File: config.mk
export PLATFORM = sky130hd
export DESIGN_NAME = cpchk_engine
export DESIGN_NICKNAME = d
export VERILOG_FILES = /design/src/rtl/cpchk_pkg.sv /design/src/rtl/cpchk_seq.sv /design/src/rtl/cpchk_nibpack.sv /design/src/rtl/cpchk_acc.sv /design/src/rtl/cpchk_engine.sv
export SDC_FILE = /design/constraint.sdc
export NUM_CORES = 1
export LEC_CHECK = 0
export BUFFER_PORTS_ARGS = -buffer_cell sky130_fd_sc_hd__buf_4
export CAP_MARGIN = 15
export CORE_MARGIN = 3
export CORE_UTILIZATION = 54
export DETAILED_ROUTE_END_ITERATION = 12
export PLACE_DENSITY = 0.89
export SLEW_MARGIN = 20
export SYNTH_ARGS = -nofsm -noshare
export SYNTH_HDL_FRONTEND = slang
export SYNTH_SLANG_ARGS = --single-unit
export TNS_END_PERCENT = 1
File: constraint.sdc
create_clock -name clk -period 4.8 [get_ports clk]
set_input_delay 0.24 -clock clk [delete_from_list [all_inputs] [get_ports clk]]
set_output_delay 0.24 -clock clk [all_outputs]
set_load 0.01 [all_outputs]
File: src/rtl/cpchk_pkg.sv
package cpchk_pkg;

    // Run phases of the engine.
    typedef enum logic [2:0] {
        PH_IDLE = 3'd0,
        PH_CFG1 = 3'd1,
        PH_CFG2 = 3'd2,
        PH_PROG = 3'd3,
        PH_UID  = 3'd4,
        PH_DONE = 3'd5
    } phase_e;

    // Offsets inside the configuration space; the read order depends on them.
    localparam int unsigned UID_OFS  = 0;
    localparam int unsigned CFG1_OFS = 7;
    localparam int unsigned CFG2_OFS = 8;

    // Identification packing geometry.
    localparam int unsigned NUM_UID = 4;
    localparam int unsigned NIB_W   = 4;
    localparam int unsigned PACK_W  = NUM_UID * NIB_W;
    localparam int unsigned HOLD_W  = PACK_W - NIB_W;

    // Append one nibble below the nibbles already gathered.
    function automatic logic [PACK_W-1:0] pack_append(
        input logic [HOLD_W-1:0] held,
        input logic [NIB_W-1:0]  nib
    );
        return {held, nib};
    endfunction

    // True for phases that issue a read request.
    function automatic logic phase_reads(input phase_e ph);
        return (ph == PH_CFG1) || (ph == PH_CFG2) || (ph == PH_PROG) || (ph == PH_UID);
    endfunction

endpackage

File: src/rtl/cpchk_seq.sv
module cpchk_seq
    import cpchk_pkg::*;
#(
    parameter int unsigned ADDR_W     = 14,
    parameter int unsigned PROG_WORDS = 4096,
    parameter int unsigned CFG_BASE   = 32'h2000
) (
    input  logic              clk,
    input  logic              rst,
    input  logic              start_i,
    input  logic              rd_ready_i,
    input  logic              cp_bit_i,
    output logic              rd_valid_o,
    output logic [ADDR_W-1:0] rd_addr_o,
    output phase_e            phase_o,
    output logic              fire_o,
    output logic              last_o,
    output logic              clear_o,
    output logic              done_o
);
    localparam int unsigned CNT_W = (PROG_WORDS > 4) ? $clog2(PROG_WORDS) : 2;
    localparam logic [CNT_W-1:0] PROG_LAST = CNT_W'(PROG_WORDS - 1);
    localparam logic [CNT_W-1:0] UID_LAST  = CNT_W'(NUM_UID - 1);

    phase_e           phase_q;
    logic [CNT_W-1:0] idx_q;
    logic             cp_on_q;
    logic             idx_end;

    assign rd_valid_o = phase_reads(phase_q);
    assign fire_o     = rd_valid_o && rd_ready_i;
    assign clear_o    = (phase_q == PH_IDLE) && start_i;
    assign done_o     = (phase_q == PH_DONE);
    assign phase_o    = phase_q;

    always_comb begin
        idx_end = 1'b0;
        if (phase_q == PH_PROG) idx_end = (idx_q == PROG_LAST);
        if (phase_q == PH_UID)  idx_end = (idx_q == UID_LAST);
    end
    assign last_o = fire_o && idx_end;

    always_comb begin
        unique case (phase_q)
            PH_CFG1: rd_addr_o = ADDR_W'(CFG_BASE + CFG1_OFS);
            PH_CFG2: rd_addr_o = ADDR_W'(CFG_BASE + CFG2_OFS);
            PH_PROG: rd_addr_o = ADDR_W'(idx_q);
            PH_UID:  rd_addr_o = ADDR_W'(CFG_BASE + UID_OFS) + ADDR_W'(idx_q);
            default: rd_addr_o = '0;
        endcase
    end

    always_ff @(posedge clk) begin
        if (rst) begin
            phase_q <= PH_IDLE;
            idx_q   <= '0;
            cp_on_q <= 1'b0;
        end else begin
            unique case (phase_q)
                PH_IDLE: if (start_i) phase_q <= PH_CFG1;
                PH_CFG1: if (fire_o) begin
                    cp_on_q <= ~cp_bit_i;
                    phase_q <= PH_CFG2;
                end
                PH_CFG2: if (fire_o) begin
                    idx_q   <= '0;
                    phase_q <= cp_on_q ? PH_UID : PH_PROG;
                end
                PH_PROG, PH_UID: if (fire_o) begin
                    if (idx_end) phase_q <= PH_DONE;
                    else         idx_q   <= idx_q + 1'b1;
                end
                default: phase_q <= PH_IDLE;
            endcase
        end
    end
endmodule

File: src/rtl/cpchk_nibpack.sv
module cpchk_nibpack
    import cpchk_pkg::*;
(
    input  logic              clk,
    input  logic              rst,
    input  logic              clear_i,
    input  logic              shift_i,
    input  logic [NIB_W-1:0]  nib_i,
    output logic [PACK_W-1:0] word_o
);
    logic [HOLD_W-1:0] held_q;

    // The completed word includes the nibble arriving in this cycle.
    assign word_o = pack_append(held_q, nib_i);

    always_ff @(posedge clk) begin
        if (rst || clear_i) begin
            held_q <= '0;
        end else if (shift_i) begin
            held_q <= word_o[HOLD_W-1:0];
        end
    end
endmodule

File: src/rtl/cpchk_acc.sv
module cpchk_acc
    import cpchk_pkg::*;
#(
    parameter int unsigned WORD_W = 14,
    parameter int unsigned SUM_W  = 16
) (
    input  logic              clk,
    input  logic              rst,
    input  logic              clear_i,
    input  logic              fire_i,
    input  logic              last_i,
    input  phase_e            phase_i,
    input  logic [WORD_W-1:0] rd_data_i,
    input  logic [WORD_W-1:0] cfg1_mask_i,
    input  logic [WORD_W-1:0] cfg2_mask_i,
    input  logic [PACK_W-1:0] packed_i,
    output logic [SUM_W-1:0]  sum_o
);
    logic [SUM_W-1:0] addend;
    logic [SUM_W-1:0] acc_q;

    always_comb begin
        unique case (phase_i)
            PH_CFG1: addend = SUM_W'(rd_data_i & cfg1_mask_i);
            PH_CFG2: addend = SUM_W'(rd_data_i & cfg2_mask_i);
            PH_PROG: addend = SUM_W'(rd_data_i);
            PH_UID:  addend = last_i ? SUM_W'(packed_i) : '0;
            default: addend = '0;
        endcase
    end

    // Width SUM_W makes the wrap implicit: carries past the top bit vanish.
    always_ff @(posedge clk) begin
        if (rst || clear_i) begin
            acc_q <= '0;
        end else if (fire_i) begin
            acc_q <= acc_q + addend;
        end
    end

    assign sum_o = acc_q;
endmodule

File: src/rtl/cpchk_engine.sv
module cpchk_engine
    import cpchk_pkg::*;
#(
    parameter int unsigned ADDR_W     = 14,
    parameter int unsigned WORD_W     = 14,
    parameter int unsigned SUM_W      = 16,
    parameter int unsigned PROG_WORDS = 4096,
    parameter int unsigned CFG_BASE   = 32'h2000,
    parameter int unsigned CP_BIT     = 6
) (
    input  logic              clk,
    input  logic              rst,
    input  logic              start_i,
    input  logic [WORD_W-1:0] cfg1_mask_i,
    input  logic [WORD_W-1:0] cfg2_mask_i,
    output logic              rd_valid_o,
    output logic [ADDR_W-1:0] rd_addr_o,
    input  logic              rd_ready_i,
    input  logic [WORD_W-1:0] rd_data_i,
    output logic              done_o,
    output logic [SUM_W-1:0]  sum_o
);
    phase_e            phase;
    logic              fire;
    logic              last;
    logic              clear;
    logic [PACK_W-1:0] packed_word;

    cpchk_seq #(
        .ADDR_W     (ADDR_W),
        .PROG_WORDS (PROG_WORDS),
        .CFG_BASE   (CFG_BASE)
    ) u_seq (
        .clk        (clk),
        .rst        (rst),
        .start_i    (start_i),
        .rd_ready_i (rd_ready_i),
        .cp_bit_i   (rd_data_i[CP_BIT]),
        .rd_valid_o (rd_valid_o),
        .rd_addr_o  (rd_addr_o),
        .phase_o    (phase),
        .fire_o     (fire),
        .last_o     (last),
        .clear_o    (clear),
        .done_o     (done_o)
    );

    cpchk_nibpack u_pack (
        .clk     (clk),
        .rst     (rst),
        .clear_i (clear),
        .shift_i (fire && (phase == PH_UID)),
        .nib_i   (rd_data_i[NIB_W-1:0]),
        .word_o  (packed_word)
    );

    cpchk_acc #(
        .WORD_W (WORD_W),
        .SUM_W  (SUM_W)
    ) u_acc (
        .clk         (clk),
        .rst         (rst),
        .clear_i     (clear),
        .fire_i      (fire),
        .last_i      (last),
        .phase_i     (phase),
        .rd_data_i   (rd_data_i),
        .cfg1_mask_i (cfg1_mask_i),
        .cfg2_mask_i (cfg2_mask_i),
        .packed_i    (packed_word),
        .sum_o       (sum_o)
    );
endmodule

==> out/qor.yml <==
setup_path:
  path_delay_family: "simple AND/OR/NAND/NOR gates"
  crit_fanout: 15
  path_class: "reg -> reg"
  r2r-end: "u_acc.sum_o[14]$_SDFFE_PP0P_"
  worstPathBufferInverterCount: 2
  r2r_slack_ns: 0.67
  cpPeakStageDelay_ns: 0.50
  crit_cells: 17
  reg2reg_depth: 17
  setup.worst_path.end_class: "flop"
  slowest_stage: "nor4_2"
  cp_cell_sequence: "ha_1 -> nand3_1 -> nor4_2 -> nor2_1 -> nor2_1 -> buf_4 -> o211a_1 -> ha_1 -> inv_1 -> fa_1 -> nor2b_1 -> o21a_1 -> o21ai_0 -> a211o_1 -> a211o_1 -> nor4_1 -> nand3b_1"
  cp_data_required_time_ns: 5.04
  arrival_ns: 4.37
  r2r_start: "u_seq.idx_q[0]$_SDFFE_PP0P_"
  cp-start-kind: "flop"
timing:
  finalCritPeriodShare: 0.860
  final-hold-violation-count: 0
  tightest_slew_ns: 0.762
  rsz0062_at_grt: "no"
  worst_slack_ns: 0.673
  max_slew_margin: 0.492
  slew_violations: 0
  layout_min_cycle_time_ns: 4.13
  tns_ns: 0
  holdWs_ns: 0.129
  finalClockSkew_ns: 0.00938
  finalSetupViolations: 0
  max_freq_mhz: 242
final_layout:
  areaGrowthSynthToFinish_pct: 21.1
  nFillCells: 456
  final_cell_mix: "97 x nand2_1, 80 x buf_4, 44 x dfxtp_1"
  final_common_cell: "nand2_1"
  diodes: 0
  nNetsFinal: 551
  drive_above_1_share: 0.195
global_routing:
  grt_pass1_vias: 3060
  grt_pass1_wl_mm: 14.0
  grt_overflow: 0
  grt_max_degree: 26
  antenna_found_initial: 0
  grt_use_total: 0.265
pwr:
  p_leak_nw: 1.70
  power.total_mw: 1.07
  p_seq_frac: 0.384
  ir_drop_mv: 0.156
  switchingPower_mw: 0.411
  pwr-share-comb: 0.406
  sw_frac_of_total: 0.386
  powerDensity_nw_per_um2: 284
  clockPowerShare: 0.211
  internal_power_mw: 0.655
detailed_routing:
  avgRoutedWirePerCell_um: 15.4
  num_vias: 3291
  drt_first_iter_violations: 211
  ant_nets: 0
  first_pass_iters: 5
  viasPerCell: 5.90
  wirelength_mm: 8.61
  drc: 0
die:
  die_y_um: 81.8
  die_x_um: 81.8
  initial_core_util: 0.581
  coreArea_um2: 5340
  dieArea_um2: 6690
  io_pins: 78
  num_rows: 26
clock_tree:
  clk_latency_ns: 0.30
  cts_made_buffers: 5
  clockBufferDepth: 2
  cts.clk_slew.worst_paths_ns: 0.08
  cts.sinks: 44
  htree_levels: 2
  ctsHoldBuffers: 0
  post_cts_resized: 0
  cts_root_buf: "clkbuf_8"
  cts_setup_buffers: 0
  cts_tree: "built"
yosys:
  netlist_area_um2: 3100
  yosysSeqAreaShare: 0.284
  synth_flop_cell: "dfxtp_1"
  yosys-top-cells-area: "dfxtp_1 28%, nand2_1 12%, a21oi_1 6.6%, ha_1 6.5%, o21ai_0 4.7%"
  yosysTopAreaCell: "dfxtp_1"
  async_flop_share: 0
  syn_nets: 488
  yosysTopAreaCellShare: 0.284
  synthCells: 425
  synth-seq-cells: 44
  yosys_warnings: 0
  syn-mean-instance-area_um2: 7.30
  synth_edf_count: 0
  ys_types: 56
hold_path:
  hold_path_depth: 2
  hold_class: "in -> reg"
  holdPathEnd: "u_seq.cp_on_q$_SDFFE_PP0P_"
  hp-start: "rd_data_i[6]"
place:
  port_buffers: 76
  pre_cts_slack_ns: 0.761
  gp_congestion: 0.940
  hpwl_mm: 6.43
status:
  status: "finished clean"
flow_run:
  max_cap_viol_count: 0
==> state kept, by name (all words and copies together) (netlist names) <==
| register | flops |
|---|---|
| u_acc.sum_o | 16 |
| u_pack.held_q | 12 |
| u_seq.cp_on_q | 1 |
| u_seq.idx_q | 12 |
| u_seq.phase_o | 3 |
==> synth_stat cells (6+ instances only) <==
cell,instances
a21o_1,8
a21oi_1,41
and2_1,10
clkbuf_1,14
dfxtp_1,44
ha_1,16
nand2_1,97
nand2b_1,8
nand3_1,6
nand3b_1,13
nor2_1,27
nor3_1,10
o21ai_0,29
xnor2_1,11
xor2_1,11
==> metal layers <==
layer  share of wire  vias to the layer above  GRT usage
li1                -                     1607          -
met1            0.44                     1511      0.346
met2            0.46                      149      0.426
met3           0.074                       24     0.0504
met4           0.025                        0      0.110
met5               0                        -          0
==> power by group through the flow <==
stage | clock network, mW | registers, mW | logic (mW)
4_1_cts | 0.225 | 0.408 | 0.428
3_5_place_dp | 0 | 0.416 | 0.425
2_1_floorplan | 0 | 0.403 | 0.299
5_1_grt | 0.242 | 0.411 | 0.478
6_report | 0.225 | 0.409 | 0.433
3_3_place_gp | 0 | 0.414 | 0.417
==> per-stage QoR <==
stage / utilization / area, um^2 / instances
after global routing: 0.704 / 3760 / 558
after CTS: 0.704 / 3760 / 558
after detailed placement: 0.690 / 3680 / 551
after global placement: 0.690 / 3680 / 551
after floorplan: - / 3100 / 425
final: 0.704 / 3760 / 558
==> cell type report <==
class                   instances  area [um^2]  area share
clock buffers                   6         72.6      0.0193
clock inverters                 1         5.00     0.00133
inverters                       4         15.0     0.00400
multi-input cells             353         2100       0.558
flip-flops and latches         44          881       0.234
well taps                      70         87.6      0.0233
repair buffers                 80          601       0.160
==> how the worst max path moves through the flow <==
stage | startpoint | end
after global routing | u_seq.phase_o[0]$_SDFFE_PP0P_ | u_acc.sum_o[14]$_SDFFE_PP0P_
final | u_seq.idx_q[0]$_SDFFE_PP0P_ | u_acc.sum_o[14]$_SDFFE_PP0P_
after CTS | u_seq.phase_o[0]$_SDFFE_PP0P_ | u_acc.sum_o[14]$_SDFFE_PP0P_
after detailed placement | u_seq.idx_q[0]$_SDFFE_PP0P_ | u_acc.sum_o[14]$_SDFFE_PP0P_
after global placement | u_seq.idx_q[0]$_SDFFE_PP0P_ | u_acc.sum_o[14]$_SDFFE_PP0P_
after floorplan | u_seq.idx_q[0]$_SDFFE_PP0P_ | u_acc.sum_o[15]$_SDFFE_PP0P_
==> cell families (layout without fill, tap and decap cells) <==
kind of cell               count (synthesis)  count (layout)  synth area share
and+or+nand+nor                          203             203             0.324
AOI/OAI and AO/OA                        107             107             0.207
DFF                                       44              44             0.284
buffers and inverters                     28              91            0.0403
xor gates and xnor gates                  22              22            0.0621
adders and majority gates                 17              17            0.0710
muxes                                      3               3            0.0101
other                                      1               1           0.00121
(Power assumes the default switching activity.)
